<file path="src/rtl/burst_seq_pkg.sv">
// Package: shared widths, types and the beat-offset mapping for the burst
// word-address sequencer. Assumes a fixed four-beat burst window.
package burst_seq_pkg;

    localparam int BEAT_W = 2;

    typedef logic [BEAT_W-1:0] beat_t;

    typedef enum logic {
        ORDER_LINEAR     = 1'b0,
        ORDER_INTERLEAVE = 1'b1
    } order_e;

    // Maps a start offset and a beat count to the offset presented on the bus.
    function automatic beat_t map_offset(input beat_t start, input beat_t beat, input order_e ord);
        if (ord == ORDER_INTERLEAVE) begin
            return start ^ beat;
        end
        return beat_t'(start + beat);
    endfunction

endpackage

</file>
<file path="src/rtl/burst_beat_counter.sv">
// Module: burst_beat_counter
// Counts beats within a burst. Load clears the count and has priority over
// advance. With neither strobe the count holds (burst suspend).
// Assumes a synchronous active-low reset.
module burst_beat_counter
    import burst_seq_pkg::*;
(
    input  logic  clk,
    input  logic  rst_n,
    input  logic  load_i,
    input  logic  adv_i,
    output beat_t beat_o
);

    beat_t beat_q;

    // Beat count register: clear on load, increment on advance, wraps mod 4.
    always_ff @(posedge clk) begin
        if (!rst_n) begin
            beat_q <= '0;
        end else if (load_i) begin
            beat_q <= '0;
        end else if (adv_i) begin
            beat_q <= beat_q + beat_t'(1);
        end
    end

    assign beat_o = beat_q;

endmodule

</file>
<file path="src/rtl/burst_addr_capture.sv">
// Module: burst_addr_capture
// Captures the external address at burst start. Holds the start offset
// and the upper (block) address constant for the rest of the burst.
// Assumes synchronous active-low reset; UPPER_W >= 1.
module burst_addr_capture
    import burst_seq_pkg::*;
#(
    parameter int UPPER_W = 16,
    localparam int ADDR_W = UPPER_W + BEAT_W
) (
    input  logic               clk,
    input  logic               rst_n,
    input  logic               load_i,
    input  logic [ADDR_W-1:0]  addr_i,
    output logic [UPPER_W-1:0] upper_o,
    output beat_t              start_o
);

    logic [UPPER_W-1:0] upper_q;
    beat_t              start_q;

    // Address capture register: loads only on a burst-start strobe.
    always_ff @(posedge clk) begin
        if (!rst_n) begin
            upper_q <= '0;
            start_q <= '0;
        end else if (load_i) begin
            upper_q <= addr_i[ADDR_W-1:BEAT_W];
            start_q <= addr_i[BEAT_W-1:0];
        end
    end

    assign upper_o = upper_q;
    assign start_o = start_q;

endmodule

</file>
<file path="src/rtl/burst_offset_map.sv">
// Module: burst_offset_map
// Combinational mapping of start offset and beat count to the low address
// bits, linear (add, wrap mod 4) or interleaved (XOR). Assumes the order
// select is static during a burst.
module burst_offset_map
    import burst_seq_pkg::*;
(
    input  beat_t start_i,
    input  beat_t beat_i,
    input  logic  order_sel_i,
    output beat_t offset_o
);

    order_e ord;

    // Decode the order select into the order type.
    always_comb begin
        ord = order_sel_i ? ORDER_INTERLEAVE : ORDER_LINEAR;
    end

    // Produce the presented offset for the current beat.
    always_comb begin
        offset_o = map_offset(start_i, beat_i, ord);
    end

endmodule

</file>
<file path="src/rtl/burst_addr_seq.sv">
// Module: burst_addr_seq (top)
// Burst word-address sequencer: captures the address on load, steps the low
// two bits on advance in linear or interleaved order, holds otherwise.
// Assumes load/advance strobes come from an external cycle decoder and that
// order_sel_i is tied high when unconnected. Synchronous active-low reset.
module burst_addr_seq
    import burst_seq_pkg::*;
#(
    parameter int UPPER_W = 16,
    localparam int ADDR_W = UPPER_W + BEAT_W
) (
    input  logic              clk,
    input  logic              rst_n,
    input  logic              order_sel_i,
    input  logic              load_i,
    input  logic              adv_i,
    input  logic [ADDR_W-1:0] addr_i,
    output logic [ADDR_W-1:0] word_addr_o
);

    logic [UPPER_W-1:0] upper;
    beat_t              start;
    beat_t              beat;
    beat_t              offset;

    burst_addr_capture #(.UPPER_W(UPPER_W)) u_capture (
        .clk     (clk),
        .rst_n   (rst_n),
        .load_i  (load_i),
        .addr_i  (addr_i),
        .upper_o (upper),
        .start_o (start)
    );

    burst_beat_counter u_counter (
        .clk    (clk),
        .rst_n  (rst_n),
        .load_i (load_i),
        .adv_i  (adv_i),
        .beat_o (beat)
    );

    burst_offset_map u_map (
        .start_i     (start),
        .beat_i      (beat),
        .order_sel_i (order_sel_i),
        .offset_o    (offset)
    );

    // Assemble the full word address from block and beat offset.
    always_comb begin
        word_addr_o = {upper, offset};
    end

endmodule

</file>
<file path="config.mk">
export PLATFORM = sky130hd
export DESIGN_NAME = burst_addr_seq
export DESIGN_NICKNAME = d
export VERILOG_FILES = /design/src/rtl/burst_seq_pkg.sv /design/src/rtl/burst_beat_counter.sv /design/src/rtl/burst_addr_capture.sv /design/src/rtl/burst_offset_map.sv /design/src/rtl/burst_addr_seq.sv
export SDC_FILE = /design/constraint.sdc
export NUM_CORES = 1
export LEC_CHECK = 0
export CORE_MARGIN = 1.5
export CORE_UTILIZATION = 41
export DETAILED_ROUTE_END_ITERATION = 10
export GPL_TIMING_DRIVEN = 0
export PLACE_DENSITY = 0.85
export SETUP_SLACK_MARGIN = 0.4
export SLEW_MARGIN = 20
export SYNTH_ARGS = -nofsm -noshare
export SYNTH_HDL_FRONTEND = slang
export SYNTH_SLANG_ARGS = --single-unit
export TNS_END_PERCENT = 50
</file>
<file path="constraint.sdc">
create_clock -name clk -period 2.2 [get_ports clk]
set_input_delay 0.44 -clock clk [delete_from_list [all_inputs] [get_ports clk]]
set_output_delay 0.44 -clock clk [all_outputs]
set_load 0.05 [all_outputs]
</file>
==> results by group, run 1 <==
Timing
  • Final Setup Violations: 0
  • Final Hold Fails: 0
  • Worst setup margin: about 0.31 ns
  • Clock Skew: about 0.00016 ns
  • Minimum clock period: 1.89 ns
  • Unrepaired setup endpoints after global routing: true
  • Worst-Margin Slew: 0.503 ns
  • Hold slack: 0.506 ns
  • Max Slew Vio Count: 0
  • Tcrit/Tclk final: between 80% and 90%
  • Fmax: between 500 and 600 MHz
  • Worst relative slew slack: between 60% and 70%

Global routing
  • Largest net degree at the start of global routing: 11
  • First-pass GRT wire length: around 2400 um
  • Initial antenna violation count: 0
  • Vias in the first global route: 650
  • Total GRT Usage: 15.9%
  • Grt ovf: 0

Place
  • Worst slack at placement: -0.205 ns
  • DP HPWL: approximately 1200 um
  • Dpl cell area: approximately 0.0012 mm^2
  • Placer Congestion: roughly 0.62
  • Buffers added on ports: 39

Floorplan
  • Initial core utilization: a little under half
  • Core Region: approximately 0.0018 mm^2
  • I/O pin count: just over 40
  • Horiz. Die Dim: 47.7 um
  • Die area: about 0.0023 mm^2
  • Die height: 47.7 um
  • Row count: 15

Pwr
  • Power per cell area: between 600 and 700 mW/mm^2
  • VDD IR max: 0.421 mV
  • Lkg Pwr: between 0.6 and 0.7 nW

Final layout
  • Area growth from synthesis to layout: 55.4%
  • N_diodes: 0
  • Reg area: between 400 and 500 um^2
  • Final core occ: a little over two thirds
  • Layout Nets: ~140
  • Filler Cells Inserted: 153
  • Share of cells above drive strength 1: roughly an eighth
  • Finished Cell Area: ~0.0013 mm^2
  • Multi-input gate area: between 300 and 400 um^2

Yosys
  • Synthesized instance count: around 70
  • Syn_area_per_cell: 11.9 um^2
  • Sequential element share of the synthesized area: 48.9%
  • Synth unique cells: 13
  • Yosys top cell area share: between 40% and 50%
  • Yosys warns: 0
  • Syn nets: just over 90
  • Post-synth top area cell: dfxtp_1
  • Synth area leaders: dfxtp_1 (49%), mux2i_1 (22%), nor2b_1 (15%)
  • #FFs+latches synth: 20
  • Netlist Area Pre-Place: roughly 820 um^2

Setup path
  • Cell chain of the critical path: clkdlybuf4s50_1
  • Nature of the critical path startpoint: register
  • Crit path arrival time: ~1.5 ns
  • Slowest stage delay, CP: approximately 0.81 ns
  • Crit Path Max Fanout: 2
  • Crit end category: output pin
  • CP Class: reg -> out
  • Buf/Inv on CP: 1
  • Worst endpoint required time: 1.76 ns
  • Slowest-stage cell, CP: clkdlybuf4s50_1
  • CP top delay family: buffers and inverters

Clock network
  • CTS Hold Bufs: 0
  • Clk Latency, worst-skew pair: 0.30 ns
  • Clk slew on worst S/H paths: between 0.1 and 0.15 ns
  • CTS H-tree depth: 1
  • CTS Buf Count: 3
  • Post-CTS Setup Repair Bufs: 0
  • Clock tree root driver cell: clkbuf_4
  • CTS Buffer Depth: 2
  • TritonCTS clock tree: built
  • Sink Count: 20

Routing
  • DRC errors left: 0
  • Drt first pass iters: 1
  • Final wirelength: about 1600 um
  • Routed vias/inst: ~4.6
  • Vias: roughly 630
  • ANT nets after route: 0
  • Initial DRC count: 0
  • Post-DR wirelength/cell: between 10 and 15 um

Worst hold path
  • Hold Path Class: in -> reg

Run status
  • Status: finished clean

Run
  • Max-cap viol count: 0
==> final cells by class <==
cell class,instances,share of cell area (%)
sequential,20,31.6
timing repair buffer,39,30.7
clock buffer,3,1.77
buffer,3,2.85
multi-input combinational,46,30.6
tap,25,2.46
==> Yosys cell counts <==
master     n
a21bo_2    1
dfxtp_1   20
nand3b_1   1
buf_6      1
nor2_1     1
a21oi_2    1
nand2b_4   1
buf_12     1
mux2i_1   18
nor2b_1   19
xnor2_1    3
clkbuf_2   1
ha_1       1
==> routing by layer <==
layer	wire, um	global-route usage, %	up-vias
met2	751	27.3	32
met1	644	16.2	274
met4	34	10.8	0
li1	-	-	316
met3	170	5.28	4
met5	0	0	-
==> state kept, by name, summed over array words and instances, names as in the netlist <==
name               cells
u_capture.start_o      2
u_counter.beat_o       2
u_capture.upper_o     16
==> cell families after synthesis <==
group,Yosys count,share of synthesized area (%)
multiplexers,18,22.0
adder cells (fa/ha/maj),1,1.53
XOR/XNOR,3,3.21
buffers and inverters,3,4.43
flip-flops,20,48.9
AO/OA/AOI/OAI,2,2.29
AND/OR/NAND/NOR,22,17.6
==> where the power goes <==
group	switching [mW]	internal, mW	total (mW)	leakage (nW)
registers	0.0102	0.383	0.393	0.165
logic	0.113	0.0951	0.208	0.433
clock network	0.108	0.0638	0.172	0.0138
==> cell usage in the layout, fill, tap and decap left out, drive strengths merged, types with 3 or more instances in the layout <==
cell / count
dfxtp: 20
xnor2: 3
dlygate4sd2: 7
dlymetal6s2s: 4
clkdlybuf4s50: 26
buf: 3
clkbuf: 4
nor2b: 19
mux2i: 18
==> worst register-to-register path, cell delays in order, from the launching register on <==
cell and delay, ns:
dfxtp_1 0.38, a21bo_2 0.24, a21oi_2 0.10
==> path summary, 6_finish.rpt <==
| check | start | end | slack [ns] | depth (start not counted) |
|---|---|---|---|---|
| worst min register to register | u_capture.upper_o[3] | u_capture.upper_o[3] | 0.53 | 2 |
| worst min-delay path | load_i | u_capture.start_o[0] | 0.51 | 3 |
| worst max-delay path | u_capture.upper_o[6] | word_addr_o[8] | 0.31 | 1 |
| worst max register to register | u_counter.beat_o[1] | u_counter.beat_o[1] | 1.44 | 2 |
==> repair_timing <==
action                                 CTS  global route
endpoints found under the hold margin    0             0
gates resized for setup                 16             5
pin swaps                                0             0
setup endpoints to repair               18            10
==> through the flow <==
step / total power, mW / setup TNS, ns / instances
after detailed placement: 0.619 / -0.205 / 133
after CTS: 0.781 / 0 / 136
after global placement: 0.615 / -0.200 / 133
after floorplan: 0.532 / 0 / 69
after global routing: 0.801 / 0 / 136
final: 0.773 / 0 / 136
No activity file was read; power rests on OpenSTA's default activity.
==> run 2: changes to the inputs <==
PLACE_DENSITY = 0.9   (was 0.85)
==> run 2 against run 1 <==
Effect of this change:
- final area is 1.6% higher
- sequential cell count did not move
- critical path depth did not move
- wire length up 17%
- power increased by 5.8%
- cell count up 0.74%
- register-to-register slack about the same
- largest power group unchanged
==> results by group, run 2 (synthesized netlist as in run 1, its figures left out) <==
Pwr
  • Total power: 818 uW (+5.8%)
  • Lkg Pwr: 0.620 nW (+1.3%)
  • VDD IR max: 0.384 mV (-8.8%)
  • Power per cell area: 634 mW/mm^2 (+4.1%)

Setup path
  • Slowest-stage cell, CP: clkdlybuf4s50_1
  • CP top delay family: buffers and inverters
  • Buf/Inv on CP: 1 (unchanged)
  • Crit Path Max Fanout: 2 (unchanged)
  • Cell chain of the critical path: clkdlybuf4s50_1
  • Crit end category: output pin
  • Worst endpoint required time: 1.76 ns (about the same)
  • Nature of the critical path startpoint: register
  • CP Class: reg -> out
  • Slowest stage delay, CP: 0.81 ns (about the same)
  • Crit path arrival time: 1.46 ns (about the same)

Clock network
  • TritonCTS clock tree: built
  • CTS Buffer Depth: 2 (unchanged)
  • CTS H-tree depth: 1 (unchanged)
  • Clk slew on worst S/H paths: 0.11 ns (about the same)
  • Sink Count: 20 (unchanged)
  • CTS Buf Count: 3 (unchanged)
  • Clock tree root driver cell: clkbuf_4
  • Clk Latency, worst-skew pair: 0.30 ns (about the same)

Final layout
  • N_diodes: 0 (unchanged)
  • Cell Count, Final, Fillers Out: 137 (+0.74%)
  • Highest-count cells in the layout ignoring fill and taps: clkdlybuf4s50_1 (26), dfxtp_1 (19), mux2i_1 (18), nor2b_1 (18), dlygate4sd2_1 (7)
  • Commonest non-fill, non-tap cell in the layout: clkdlybuf4s50_1
  • Max reg flops: 16 (unchanged)
  • Layout Nets: 137 (unchanged)
  • Filler Cells Inserted: 148 (-3.3%)
  • Reg area: 402 um^2 (unchanged)
  • Multi-input gate area: 392 um^2 (+0.64%)
  • Finished Cell Area: 0.00129 mm^2 (+1.6%)
  • Share of cells above drive strength 1: 13.4% (+1.7 points)
  • Area growth from synthesis to layout: 57.8%

Timing
  • Setup TNS: 0 ns (unchanged)
  • Final Setup Violations: 0 (unchanged)
  • Unrepaired setup endpoints after global routing: true
  • Worst-Margin Slew: 0.511 ns (+0.00835 ns)
  • Final Hold Fails: 0 (unchanged)
  • Minimum clock period: 1.90 ns (+0.0136 ns)
  • Tcrit/Tclk final: 86.5% (+0.62 points)
  • Max Slew Vio Count: 0 (unchanged)
  • Clock Skew: 0.0000990 ns (-0.0000585 ns)
  • Fmax: 526 MHz (-0.72%)
  • Worst setup margin: 0.298 ns (-0.0136 ns)
  • Worst relative slew slack: 65.9% (-0.51 points)

Floorplan
  • Horiz. Die Dim: 47.7 um (unchanged)
  • Row count: 15 (unchanged)
  • I/O pin count: 41 (unchanged)
  • Die area: 0.00227 mm^2 (unchanged)
  • Core Region: 0.00180 mm^2 (unchanged)
  • Initial core utilization: 45.4% (unchanged)
  • Die height: 47.7 um (unchanged)

Place
  • DP HPWL: 1340 um (+11%)
  • DP Cell Count: 133 (unchanged)
  • Dpl cell area: 0.00125 mm^2 (unchanged)
  • Buffers added on ports: 39 (unchanged)
  • Placer Congestion: 0.633 (+1.5%)
  • Worst slack at placement: -0.222 ns (-0.0163 ns)

Worst hold path
  • Hold Path Class: in -> reg

Routing
  • Vias: 656 (+4.8%)
  • Drt first pass iters: 2 (+1)
  • Routed vias/inst: 4.79 (+4.0%)
  • Initial DRC count: 1 (+1)
  • ANT nets after route: 0 (unchanged)
  • Post-DR wirelength/cell: 13.6 um (+16%)
  • Final wirelength: 1870 um (+17%)
  • DRC errors left: 0 (unchanged)

Global routing
  • Initial antenna violation count: 0 (unchanged)
  • Total GRT Usage: 16.9% (+1.0 points)
  • Grt ovf: 0 (unchanged)
  • Largest net degree at the start of global routing: 12 (+1)
  • First-pass GRT wire length: 2690 um (+10%)
  • Vias in the first global route: 680 (+4.6%)

Run status
  • Status: finished clean

Run
  • Max-cap viol count: 0 (unchanged)
## run 2: worst paths after layout
kind	from	endpoint	slack, ns	cells after the start
worst max-delay path	u_capture.upper_o[0]	word_addr_o[2]	0.30	1
worst max register to register	u_counter.beat_o[1]	u_counter.beat_o[1]	1.43	2
worst min register to register	u_capture.upper_o[2]	u_capture.upper_o[2]	0.53	2
worst min-delay path	load_i	u_capture.start_o[0]	0.51	3
## run 2: worst min-delay path, delay by kind of cell
family | cells | cell delay, ns
buffers and inverters | 1 | 0.15
multiplexers | 1 | 0.09
AND/OR/NAND/NOR | 1 | 0.10
## run 2: repair_timing
| action | 4_1_cts | 5_1_grt |
|---|---|---|
| gates resized for setup | 16 | 7 |
| setup endpoints to repair | 18 | 10 |
| hold buffers | 0 | 0 |
| buffers inserted | 0 | 0 |
## run 2: stage by stage
stage               utilization [%]  hold slack, ns
finish                         71.7           0.513
global route                   71.7           0.514
CTS                            70.7           0.508
detailed placement             69.2           0.506
global placement               69.2           0.494
floorplan                         -           0.489
## run 2: area by class of cell
class                           instances  share of cell area, %
Buffer                                  3                   2.81
Clock buffer                            4                   2.81
Multi-Input combinational cell         46                   30.3
Sequential cell                        20                   31.1
Tap cell                               25                   2.42
Timing Repair Buffer                   39                   30.5
## run 2: per-layer routing
layer	share of wire, %	GRT usage, %	up-vias
met4	1.0	6.49	0
met3	6.8	3.40	4
met1	41	18.1	307
li1	-	-	312
met2	51	32.2	33
met5	0	0	-
## run 2: where the power goes
part	switching, mW	leakage, nW	internal, mW
clock	0.110	0.0210	0.101
combinational	0.117	0.434	0.0962
sequential	0.0109	0.165	0.383
total	0.238	0.620	0.580
